<file path="src/rtl/irqc_pkg.sv">
package irqc_pkg;
   localparam int IRQ_SRC = 7;
   localparam int LVL_W   = 2;
   localparam int IDX_W   = 3;
   localparam int NUM_LVL = 1 << LVL_W;

   typedef enum logic [IDX_W-1:0] {
      SRC_EXT0 = 3'd0,
      SRC_TMR0 = 3'd1,
      SRC_EXT1 = 3'd2,
      SRC_TMR1 = 3'd3,
      SRC_SER  = 3'd4,
      SRC_TMR2 = 3'd5,
      SRC_CCA  = 3'd6
   } src_e;
endpackage

</file>
<file path="src/rtl/irqc_ext_sense.sv">
module irqc_ext_sense #(
   parameter int SYNC_STAGES = 2
) (
   input  logic clk,
   input  logic rst_n,
   input  logic pin_n_i,
   input  logic edge_mode_i,
   input  logic clr_i,
   output logic req_o
);
   if (SYNC_STAGES < 2) begin : g_bad_sync
      $error("irqc_ext_sense: SYNC_STAGES must be at least 2");
   end

   logic [SYNC_STAGES-1:0] sync_q;
   logic                   prev_q;
   logic                   latch_q;
   logic                   synced;
   logic                   fall;

   assign synced = sync_q[SYNC_STAGES-1];
   assign fall   = prev_q & ~synced;

   always_ff @(posedge clk or negedge rst_n) begin
      if (!rst_n) begin
         sync_q <= '1;
         prev_q <= 1'b1;
      end else begin
         sync_q <= {sync_q[SYNC_STAGES-2:0], pin_n_i};
         prev_q <= synced;
      end
   end

   // new edge outranks the clear from vectoring
   always_ff @(posedge clk or negedge rst_n) begin
      if (!rst_n)            latch_q <= 1'b0;
      else if (!edge_mode_i) latch_q <= 1'b0;
      else if (fall)         latch_q <= 1'b1;
      else if (clr_i)        latch_q <= 1'b0;
   end

   assign req_o = edge_mode_i ? latch_q : ~synced;


   edge_capture_chk: assert property (@(posedge clk) disable iff (!rst_n)
      (edge_mode_i && fall) |=> (req_o || !edge_mode_i));
endmodule

</file>
<file path="src/rtl/irqc_pick.sv">
module irqc_pick #(
   parameter int N     = 7,
   parameter int LVL_W = 2,
   localparam int IDX_W = (N > 1) ? $clog2(N) : 1
) (
   input  logic                      clk,
   input  logic                      rst_n,
   input  logic [N-1:0]              req_i,
   input  logic [N-1:0][LVL_W-1:0]   lvl_i,
   output logic                      hit_o,
   output logic [IDX_W-1:0]          idx_o,
   output logic [LVL_W-1:0]          lvl_o
);
   // scan from the last index down; ">=" lets a lower index take a tie
   always_comb begin
      hit_o = 1'b0;
      idx_o = '0;
      lvl_o = '0;
      for (int i = N - 1; i >= 0; i--) begin
         if (req_i[i] && (!hit_o || lvl_i[i] >= lvl_o)) begin
            hit_o = 1'b1;
            idx_o = IDX_W'(i);
            lvl_o = lvl_i[i];
         end
      end
   end


   pick_valid_chk: assert property (@(posedge clk) disable iff (!rst_n)
      hit_o |-> (req_i[idx_o] && lvl_i[idx_o] == lvl_o));
endmodule

</file>
<file path="src/rtl/irqc_lvl_track.sv">
module irqc_lvl_track #(
   parameter int LVL_W = 2,
   localparam int NUM_LVL = 1 << LVL_W
) (
   input  logic             clk,
   input  logic             rst_n,
   input  logic             push_i,
   input  logic [LVL_W-1:0] push_lvl_i,
   input  logic             pop_i,
   output logic [LVL_W:0]   rank_o
);
   logic [NUM_LVL-1:0] mask_q;
   logic [NUM_LVL-1:0] top_hot;
   logic [NUM_LVL-1:0] push_hot;

   always_comb begin
      top_hot = '0;
      rank_o  = '0;
      for (int i = 0; i < NUM_LVL; i++) begin
         if (mask_q[i]) begin
            top_hot = NUM_LVL'(1) << i;
            rank_o  = (LVL_W + 1)'(i + 1);
         end
      end
   end

   assign push_hot = push_i ? (NUM_LVL'(1) << push_lvl_i) : '0;

   always_ff @(posedge clk or negedge rst_n) begin
      if (!rst_n) mask_q <= '0;
      else        mask_q <= (mask_q & ~(pop_i ? top_hot : '0)) | push_hot;
   end


   push_above_chk: assert property (@(posedge clk) disable iff (!rst_n)
      push_i |-> ({1'b0, push_lvl_i} + (LVL_W + 1)'(1) > rank_o));
endmodule

</file>
<file path="src/rtl/irq_vector_ctrl.sv">
module irq_vector_ctrl
   import irqc_pkg::*;
#(
   parameter int          SYNC_STAGES = 2,
   parameter int          ADDR_W      = 24,
   parameter logic [23:0] VEC_BASE    = 24'hFF0003,
   parameter int          VEC_STEP    = 8
) (
   input  logic              clk,
   input  logic              rst_n,
   input  logic [1:0]        ext_n_i,
   input  logic [1:0]        ext_edge_i,
   input  logic              tmr0_ovf_i,
   input  logic              tmr1_ovf_i,
   input  logic              ser_rx_i,
   input  logic              ser_tx_i,
   input  logic              tmr2_ovf_i,
   input  logic              tmr2_ext_i,
   input  logic              cca_flag_i,
   input  logic [7:0]        irq_en_i,
   input  logic [6:0]        prio_hi_i,
   input  logic [6:0]        prio_lo_i,
   output logic              irq_req_o,
   input  logic              irq_ack_i,
   input  logic              reti_i,
   output logic              vec_valid_o,
   output logic [23:0]       vec_addr_o,
   output logic              clr_tmr0_o,
   output logic              clr_tmr1_o
);
   if (ADDR_W != 24) begin : g_bad_addr
      $error("irq_vector_ctrl: ADDR_W must be 24");
   end
   if (VEC_STEP < 1) begin : g_bad_step
      $error("irq_vector_ctrl: VEC_STEP must be positive");
   end

   logic [1:0]                    ext_req;
   logic [1:0]                    ext_clr;
   logic [IRQ_SRC-1:0]            raw_req;
   logic [IRQ_SRC-1:0]            elig;
   logic [IRQ_SRC-1:0][LVL_W-1:0] src_lvl;
   logic                          win_hit;
   logic [IDX_W-1:0]              win_idx;
   logic [LVL_W-1:0]              win_lvl;
   logic [LVL_W:0]                cur_rank;
   logic                          grant_ok;
   logic                          take;
   logic                          vec_valid_q;
   logic [ADDR_W-1:0]             vec_addr_q;
   logic                          clr0_q;
   logic                          clr1_q;

   for (genvar k = 0; k < 2; k++) begin : g_ext
      irqc_ext_sense #(.SYNC_STAGES(SYNC_STAGES)) u_sense (
         .clk         (clk),
         .rst_n       (rst_n),
         .pin_n_i     (ext_n_i[k]),
         .edge_mode_i (ext_edge_i[k]),
         .clr_i       (ext_clr[k]),
         .req_o       (ext_req[k])
      );
      assign ext_clr[k] = take && (win_idx == (k == 0 ? IDX_W'(SRC_EXT0) : IDX_W'(SRC_EXT1)));
   end

   always_comb begin
      raw_req           = '0;
      raw_req[SRC_EXT0] = ext_req[0];
      raw_req[SRC_TMR0] = tmr0_ovf_i;
      raw_req[SRC_EXT1] = ext_req[1];
      raw_req[SRC_TMR1] = tmr1_ovf_i;
      raw_req[SRC_SER]  = ser_rx_i | ser_tx_i;
      raw_req[SRC_TMR2] = tmr2_ovf_i | tmr2_ext_i;
      raw_req[SRC_CCA]  = cca_flag_i;
   end

   assign elig = raw_req & irq_en_i[IRQ_SRC-1:0] & {IRQ_SRC{irq_en_i[7]}};

   for (genvar i = 0; i < IRQ_SRC; i++) begin : g_lvl
      assign src_lvl[i] = {prio_hi_i[i], prio_lo_i[i]};
   end

   irqc_pick #(.N(IRQ_SRC), .LVL_W(LVL_W)) u_pick (
      .clk   (clk),
      .rst_n (rst_n),
      .req_i (elig),
      .lvl_i (src_lvl),
      .hit_o (win_hit),
      .idx_o (win_idx),
      .lvl_o (win_lvl)
   );

   irqc_lvl_track #(.LVL_W(LVL_W)) u_track (
      .clk        (clk),
      .rst_n      (rst_n),
      .push_i     (take),
      .push_lvl_i (win_lvl),
      .pop_i      (reti_i),
      .rank_o     (cur_rank)
   );

   assign grant_ok = win_hit && !vec_valid_q &&
                     ({1'b0, win_lvl} + (LVL_W + 1)'(1) > cur_rank);
   assign take     = irq_ack_i && grant_ok;

   always_ff @(posedge clk or negedge rst_n) begin
      if (!rst_n) begin
         vec_valid_q <= 1'b0;
         vec_addr_q  <= '0;
         clr0_q      <= 1'b0;
         clr1_q      <= 1'b0;
      end else begin
         vec_valid_q <= take;
         clr0_q      <= take && (win_idx == IDX_W'(SRC_TMR0));
         clr1_q      <= take && (win_idx == IDX_W'(SRC_TMR1));
         if (take) vec_addr_q <= VEC_BASE + ADDR_W'(win_idx) * ADDR_W'(VEC_STEP);
      end
   end

   assign irq_req_o   = grant_ok;
   assign vec_valid_o = vec_valid_q;
   assign vec_addr_o  = vec_addr_q;
   assign clr_tmr0_o  = clr0_q;
   assign clr_tmr1_o  = clr1_q;


   vec_pulse_chk: assert property (@(posedge clk) disable iff (!rst_n)
      vec_valid_o |=> !vec_valid_o);

   hold_req_chk: assert property (@(posedge clk) disable iff (!rst_n)
      vec_valid_o |-> !irq_req_o);

   strobe_with_vec_chk: assert property (@(posedge clk) disable iff (!rst_n)
      (clr_tmr0_o || clr_tmr1_o) |-> (vec_valid_o && !(clr_tmr0_o && clr_tmr1_o)));

   ack_ignored_chk: assert property (@(posedge clk) disable iff (!rst_n)
      (irq_ack_i && !irq_req_o) |=> !vec_valid_o);

   global_gate_chk: assert property (@(posedge clk) disable iff (!rst_n)
      !irq_en_i[7] |-> !irq_req_o);

   in_service_chk: assert property (@(posedge clk) disable iff (!rst_n)
      vec_valid_o |-> (cur_rank != '0));
endmodule

</file>
<file path="config.mk">
export PLATFORM = sky130hd
export DESIGN_NAME = irq_vector_ctrl
export DESIGN_NICKNAME = d
export VERILOG_FILES = /design/src/rtl/irqc_pkg.sv /design/src/rtl/irqc_ext_sense.sv /design/src/rtl/irqc_pick.sv /design/src/rtl/irqc_lvl_track.sv /design/src/rtl/irq_vector_ctrl.sv
export SDC_FILE = /design/constraint.sdc
export NUM_CORES = 1
export LEC_CHECK = 0
export ABC_AREA = 1
export BUFFER_PORTS_ARGS = -buffer_cell sky130_fd_sc_hd__buf_2
export CORE_ASPECT_RATIO = 0.5
export CORE_UTILIZATION = 25
export DETAILED_ROUTE_END_ITERATION = 10
export SYNTH_ARGS = -nofsm -noshare
export SYNTH_HDL_FRONTEND = slang
export SYNTH_SLANG_ARGS = --single-unit
export TNS_END_PERCENT = 10
</file>
<file path="constraint.sdc">
create_clock -name clk -period 6.4 [get_ports clk]
set_clock_uncertainty 0.1 [all_clocks]
set_input_delay 0.32 -clock clk [delete_from_list [all_inputs] [get_ports clk]]
set_output_delay 0.32 -clock clk [all_outputs]
set_load 0.1 [all_outputs]
</file>
# Yosys cells after proc, flatten, opt, wreduce, memory -nomap -nowiden
# Index checks and enable logic that the tools add are counted.
# classes
n_addsub,2
mul,0
div,0
magnitude_cmp,7
eq_ne,5
shift,1
muxes,39
bitwise_logic,11
reduce_logical,27
# op_table
op,count
2-to-1 mux 3 bit,11
"adder 17 x 7 -> 18 bit, first input constant",1
2-to-1 mux 1 bit,17
2-to-1 mux 2 bit,8
AND 7 bit,2
logical AND 1 bit,13
greater-or-equal comparator 2 bit,6
2-to-1 mux 4 bit,3
zero test 1 bit,7
"== test 3 x 2 -> 1 bit, second input constant",2
logical OR 1 bit,6
"inequality test 3 x 1 -> 1 bit, second input constant",2
AND 4 bit,1
inverter 4 bit,1
bitwise OR 4 bit,1
"<< shifter 1 x 2 -> 4 bit, first input constant",1
"adder 2 x 1 -> 3 bit, second input constant",1
"== test 3 x 1 -> 1 bit, second input constant",1
greater-than comparator 3 bit,1
zero test 3 bit,1
AND 1 bit,2
inverter 1 bit,2
bitwise OR 1 bit,2
# word_totals
register_bits,39
latch_bits,0
ram_bits,0
rom_bits,0
input_bits,37
out_inout_bits,28
wordCells,103
memories,0

# Longest topological paths before layout
# logic_depth
word_depth,37
ltp_mapped,69
ltp_nobuf,69

# Modules after synthesis
# From an unflattened synthesis, not the netlist that was laid out.
# hier_totals
hier_cells,242
hier_area_um2,1701.6
# modules_own_cells
mod,instances,cells_each,area_each_um2
irqc_pick,1,109,618.1
irq_vector_ctrl,1,83,611.8
irqc_ext_sense,2,11,133.9
irqc_lvl_track,1,28,203.9

# Worst setup path before layout
# No wires, ideal clock.
# synth_path
path_kind,input to output
start,in irq_en_i[6]
end,out irq_req_o
arrival_time_ns,7.067
t_required_ns,5.980
slack_ns,-1.087
cell_stages,59
cell_sequence,nand3_2 > inv_1 > nand2_1 > inv_1 > ha_1 > o21ai_0 > nand2_2 > nand3_1 > nand2_1 > ha_1 > nand2_1 > nand2_1 > nor2_1 > nand2_2 > nand2_4 > nand3_1 > nand2_1 > ha_1 > [... 23 more ...] > inv_1 > nand2_1 > nand2_1 > ha_1 > inv_1 > nand2_1 > a21oi_1 > nand2_1 > nand2_2 > inv_1 > nand2_1 > nand2_1 > ha_1 > ha_1 > a31o_2 > nor2_1 > nand2_1 > inv_1
# synth_between
elab_chain_len,30
word_cells_on_any_way,44
# synth_rtl
element,line,rtl
start: declaration,irq_vector_ctrl.sv:20,"input logic [7:0] irq_en_i,"
AND 7 bit * (2 in series),irq_vector_ctrl.sv:77,assign elig = raw_req & irq_en_i[IRQ_SRC-1:0] & {IRQ_SRC{irq_en_i[7]}};
2-to-1 mux 2 bit / 2-to-1 mux 1 bit (equally long branches),irqc_pick.sv:20,if (req_i[i] && (!hit_o || lvl_i[i] >= lvl_o)) begin
greater-or-equal comparator 2 bit / zero test 1 bit (equally long branches),irqc_pick.sv:20,
logical OR 1 bit,irqc_pick.sv:20,
logical AND 1 bit,irqc_pick.sv:20,
2-to-1 mux 2 bit / 2-to-1 mux 1 bit (equally long branches),irqc_pick.sv:20,
greater-or-equal comparator 2 bit / zero test 1 bit (equally long branches),irqc_pick.sv:20,
logical OR 1 bit,irqc_pick.sv:20,
[... 13 more ...],--,
2-to-1 mux 2 bit / 2-to-1 mux 1 bit (equally long branches),irqc_pick.sv:20,
greater-or-equal comparator 2 bit / zero test 1 bit (equally long branches),irqc_pick.sv:20,
logical OR 1 bit,irqc_pick.sv:20,
logical AND 1 bit,irqc_pick.sv:20,
2-to-1 mux 2 bit,irqc_pick.sv:20,
adder 2 x 1 -> 3 bit,irq_vector_ctrl.sv:103,"({1'b0, win_lvl} + (LVL_W + 1)'(1) > cur_rank);"
greater-than comparator 3 bit,irq_vector_ctrl.sv:103,
logical AND 1 bit *,irq_vector_ctrl.sv:102,assign grant_ok = win_hit && !vec_valid_q &&
end: declaration,irq_vector_ctrl.sv:23,"output logic irq_req_o,"
# Mark *: on every way between the ends. The rest lies on a longest branch, timed or not.

# Worst setup path in the final report
# layout_path
start,in cca_flag_i
end,out irq_req_o
# layout_between
elab_chain_len,30
word_cells_on_any_way,44
# layout_rtl
element,line,rtl
start: declaration,irq_vector_ctrl.sv:19,"input logic cca_flag_i,"
AND 7 bit * (2 in series),irq_vector_ctrl.sv:77,
2-to-1 mux 2 bit / 2-to-1 mux 1 bit (equally long branches),irqc_pick.sv:20,
greater-or-equal comparator 2 bit / zero test 1 bit (equally long branches),irqc_pick.sv:20,
logical OR 1 bit,irqc_pick.sv:20,
logical AND 1 bit,irqc_pick.sv:20,
2-to-1 mux 2 bit / 2-to-1 mux 1 bit (equally long branches),irqc_pick.sv:20,
greater-or-equal comparator 2 bit / zero test 1 bit (equally long branches),irqc_pick.sv:20,
logical OR 1 bit,irqc_pick.sv:20,
[... 13 more ...],--,
2-to-1 mux 2 bit / 2-to-1 mux 1 bit (equally long branches),irqc_pick.sv:20,
greater-or-equal comparator 2 bit / zero test 1 bit (equally long branches),irqc_pick.sv:20,
logical OR 1 bit,irqc_pick.sv:20,
logical AND 1 bit,irqc_pick.sv:20,
2-to-1 mux 2 bit,irqc_pick.sv:20,
adder 2 x 1 -> 3 bit,irq_vector_ctrl.sv:103,
greater-than comparator 3 bit,irq_vector_ctrl.sv:103,
logical AND 1 bit *,irq_vector_ctrl.sv:102,
# Marked as above.

==> summary.txt <==
Detailed routing
  – Number of remaining DRC errors: 0
  – Routed wire per std cell: 9.802 um
  – Overall routed net length: 4411 um
  – Number of vias after detailed routing: 1876
  – DRT iter0 DRCs: 66
  – Post-detailed-route via-to-cell ratio: 4.169
  – Count of TritonRoute iterations in the first routing pass: 4
  – Remaining antenna violation count after routing: 0

Worst setup path
  – Startpoint Class: primary input
  – Cell count along the critical path: between 60 and 70
  – Dominant cell type by count on the critical path: nand2_1
  – Slowest Stage Delay on Critical Path: between 0.2 and 0.3 ns
  – CP max stage cell: ha_4
  – Termination of the worst setup path: irq_req_o
  – Worst setup path startpoint: cca_flag_i
  – R2R depth: 36
  – Nature of the critical path endpoint: output port
  – Reg-to-reg critical path endpoint: g_ext[1].u_sense.latch_q
  – Largest delay contributor family on the critical path: simple AND/OR/NAND/NOR gates
  – Register-to-register setup slack: 1.90 ns
  – Crit path required time: 5.98 ns
  – Class of the most critical setup path: in2out
  – Crit Reg-Reg Startpoint: g_ext[1].u_sense.sync_q[1]
  – Arrival time of the worst setup path: approximately 6.7 ns
  – WP buf/inv: 13
  – Crit path max fanout: 7

Logic synthesis
  – Yosys top cell area share: 17.31%
  – Area leader, netlist: dfrtp_1
  – Synth unique cells: 28
  – Post-Syn Area: 0.001879 mm^2
  – Number of register bits inferred by synthesis: 19
  – Primary FF master, synth: dfrtp_1
  – Synthesis warning total: 0
  – Part of the Yosys area used for sequential elements: 25.70%
  – Avg Cell Area, Syn: 6.960 um^2
  – FFs w/ async S/R, synth: 100.0%
  – Cell types occupying the most area after synthesis: dfrtp_1 (17%), nand2_1 (14%), ha_1 (13%)
  – Cell count after synthesis: 270
  – Count of flip-flops with a built-in enable after synthesis: 0

GRT
  – Remaining global-route overflow: 0
  – Vias in the first global route: 1753
  – Antenna violations before repair: 0
  – First-pass GRT wire length: 7610 um
  – All-layer global routing usage: 11.59%
  – Largest net degree at the start of global routing: 20

Floorplanning
  – FP Rows: 21
  – Initial Utilization: 26.99%
  – Area inside the core boundary: around 0.0070 mm^2
  – Area of the die: 0.007889 mm^2
  – IO Count: 65
  – Chip width: around 120 um
  – Die Height: ~63 um

Timing
  – Final period utilization: 110.8%
  – Max-slew violation count: 0
  – Final setup fails: 14
  – Setup repair after global routing missed its margin: yes
  – Worst hold margin: 0.06492 ns
  – Setup ws final: -0.6930 ns
  – Setup TNS: -5.770 ns
  – Peak Freq: between 100 and 150 MHz
  – Min cycle time layout: 7.093 ns
  – Number of hold-slack violations in the final timing report: 0

Clock network
  – Cts bufs inserted: 3
  – Sinks on the clock net: 19
  – Root buffer cell: clkbuf_16
  – Max H-tree Level: 1
  – Clock transition at the register clock pins on the worst setup and hold paths after CTS: 0.05 ns
  – Worst skew pair latency: about 0.25 ns
  – TritonCTS clock tree: built
  – Bufs on Longest Clock Path: 2

Layout
  – Post-route cell area: 0.002751 mm^2
  – Number of nets in the layout: around 420
  – Area growth from synthesis to layout: 46.40%
  – Layout cells sized above 1: 46.93%
  – Diode insertion count for antenna repair: 0
  – Count of filler cells inserted in the layout: 735

Power
  – Ratio of total power to cell area: 270.9 mW/mm^2
  – Maximum VDD drop: 0.0001379 V
  – Leak pwr: 1.521 nW

Place
  – Half-perimeter wire length after detailed placement: 3748 um
  – Gpl congestion: 0.8011
  – Total placed instance area: 0.002519 mm^2
  – Number of buffers inserted by port buffering: 53

Run status
  – Violations in the final reports: negative setup slack
  – Run status: finished, violations left

Min path
  – Worst hold-check path type: in2reg
  – Hold Crit Depth: 1

Flow run
  – Maxcap violations: 0
## registers in the layout, summed over array words and instances, names as in the netlist
name,count
g_ext.u_sense.prev_q,2
vec_valid_o,1
g_ext.u_sense.sync_q,4
vec_addr_o,4
clr_tmr1_o,1
u_track.mask_q,4
clr_tmr0_o,1
g_ext.u_sense.latch_q,2
## layout make-up
class                           instances  area [um^2]  share of cell area (%)
Clock inverter                          1        5.005                  0.1819
Inverter                               43        173.9                   6.321
Tap cell                               92        115.1                   4.184
Multi-Input combinational cell        198         1305                   47.43
Clock buffer                            3        75.07                   2.729
Timing Repair Buffer                   94        594.3                   21.60
Sequential cell                        19        483.0                   17.55
## worst min-delay path by stage
stage	from	end	slack, ns
6_report	ext_n_i[1]	g_ext[1].u_sense.sync_q[0]	0.06
5_1_grt	ext_n_i[0]	g_ext[0].u_sense.sync_q[0]	0.06
4_1_cts	ext_n_i[1]	g_ext[1].u_sense.sync_q[0]	0.06
3_5_place_dp	rst_n	u_track.mask_q[2]	0.18
3_3_place_gp	rst_n	vec_valid_o	0.18
2_1_floorplan	rst_n	clr_tmr0_o	-0.08
## kinds of logic after synthesis
group / after synthesis / share of synthesized area [%]
flip-flops: 19 / 25.70
AO/OA/AOI/OAI: 21 / 6.259
adder cells (fa/ha/maj): 19 / 12.65
other: 1 / 0.1995
AND/OR/NAND/NOR: 147 / 38.55
buffers and inverters: 63 / 16.64
## cell usage after synthesis (all sizes together) (2+ instances only)
library cell	number
dfstp	6
nand3	40
nand3b	4
nor3	2
dfrtp	13
buf	20
inv	42
o21ai	10
nand4	3
or2	5
ha	19
a21oi	7
nor2	9
nand2	84
## worst register-to-register path, delay by kind of cell (launching register included)
family	cells	cell delay, ns
simple gates	21	1.84
fa+ha+maj	4	1.00
buf+inv	7	0.59
compound gates	4	0.46
flops	1	0.37
## where the power goes
| part | switching [W] | leakage [nW] | internal, W |
|---|---|---|---|
| Clock | 0.0000443 | 0.0409 | 0.0000837 |
| Combinational | 0.000303 | 1.25 | 0.000161 |
| Sequential | 0.0000113 | 0.233 | 0.000143 |
| Total | 0.000358 | 1.52 | 0.000387 |
## layout by cell type, fill, tap and decap left out, drive strengths merged, types with 2 or more instances in the layout
cell    instances
a21oi           7
buf            93
clkbuf          3
clkinv          2
conb           11
dfrtp          13
dfstp           6
ha             19
inv            41
nand2          84
nand3          40
nand3b          4
nand4           3
nor2            9
nor3            2
o21ai          10
or2             5
## metrics by stage
| stage | util [%] | setup WS (ns) | power, W | cells |
|---|---|---|---|---|
| after floorplan | - | -0.6624 | 0.0004603 | 280 |
| after global placement | 36.17 | -0.8937 | 0.0005672 | 438 |
| after detailed placement | 36.17 | -1.020 | 0.0005717 | 438 |
| after CTS | 39.14 | -0.7350 | 0.0007467 | 450 |
| after global routing | 39.51 | -1.272 | 0.0007932 | 450 |
| final | 39.51 | -0.6930 | 0.0007455 | 450 |
## what timing repair did
action,4_1_cts,5_1_grt
hold buffers,1,0
endpoints found under the setup margin,14,14
setup buffers,7,0
endpoints found under the hold margin,13,0
pin swaps,23,0
gates resized for setup,18,6
## routing by layer
layer | up-vias | routed length, um | global-route usage, %
met5 | - | 0 | 0
met3 | 2 | 119 | 2.209
met1 | 839 | 2180 | 15.31
met4 | 0 | 17 | 1.355
li1 | 1008 | - | -
met2 | 27 | 2093 | 20.17
(Power assumes the default switching activity.)
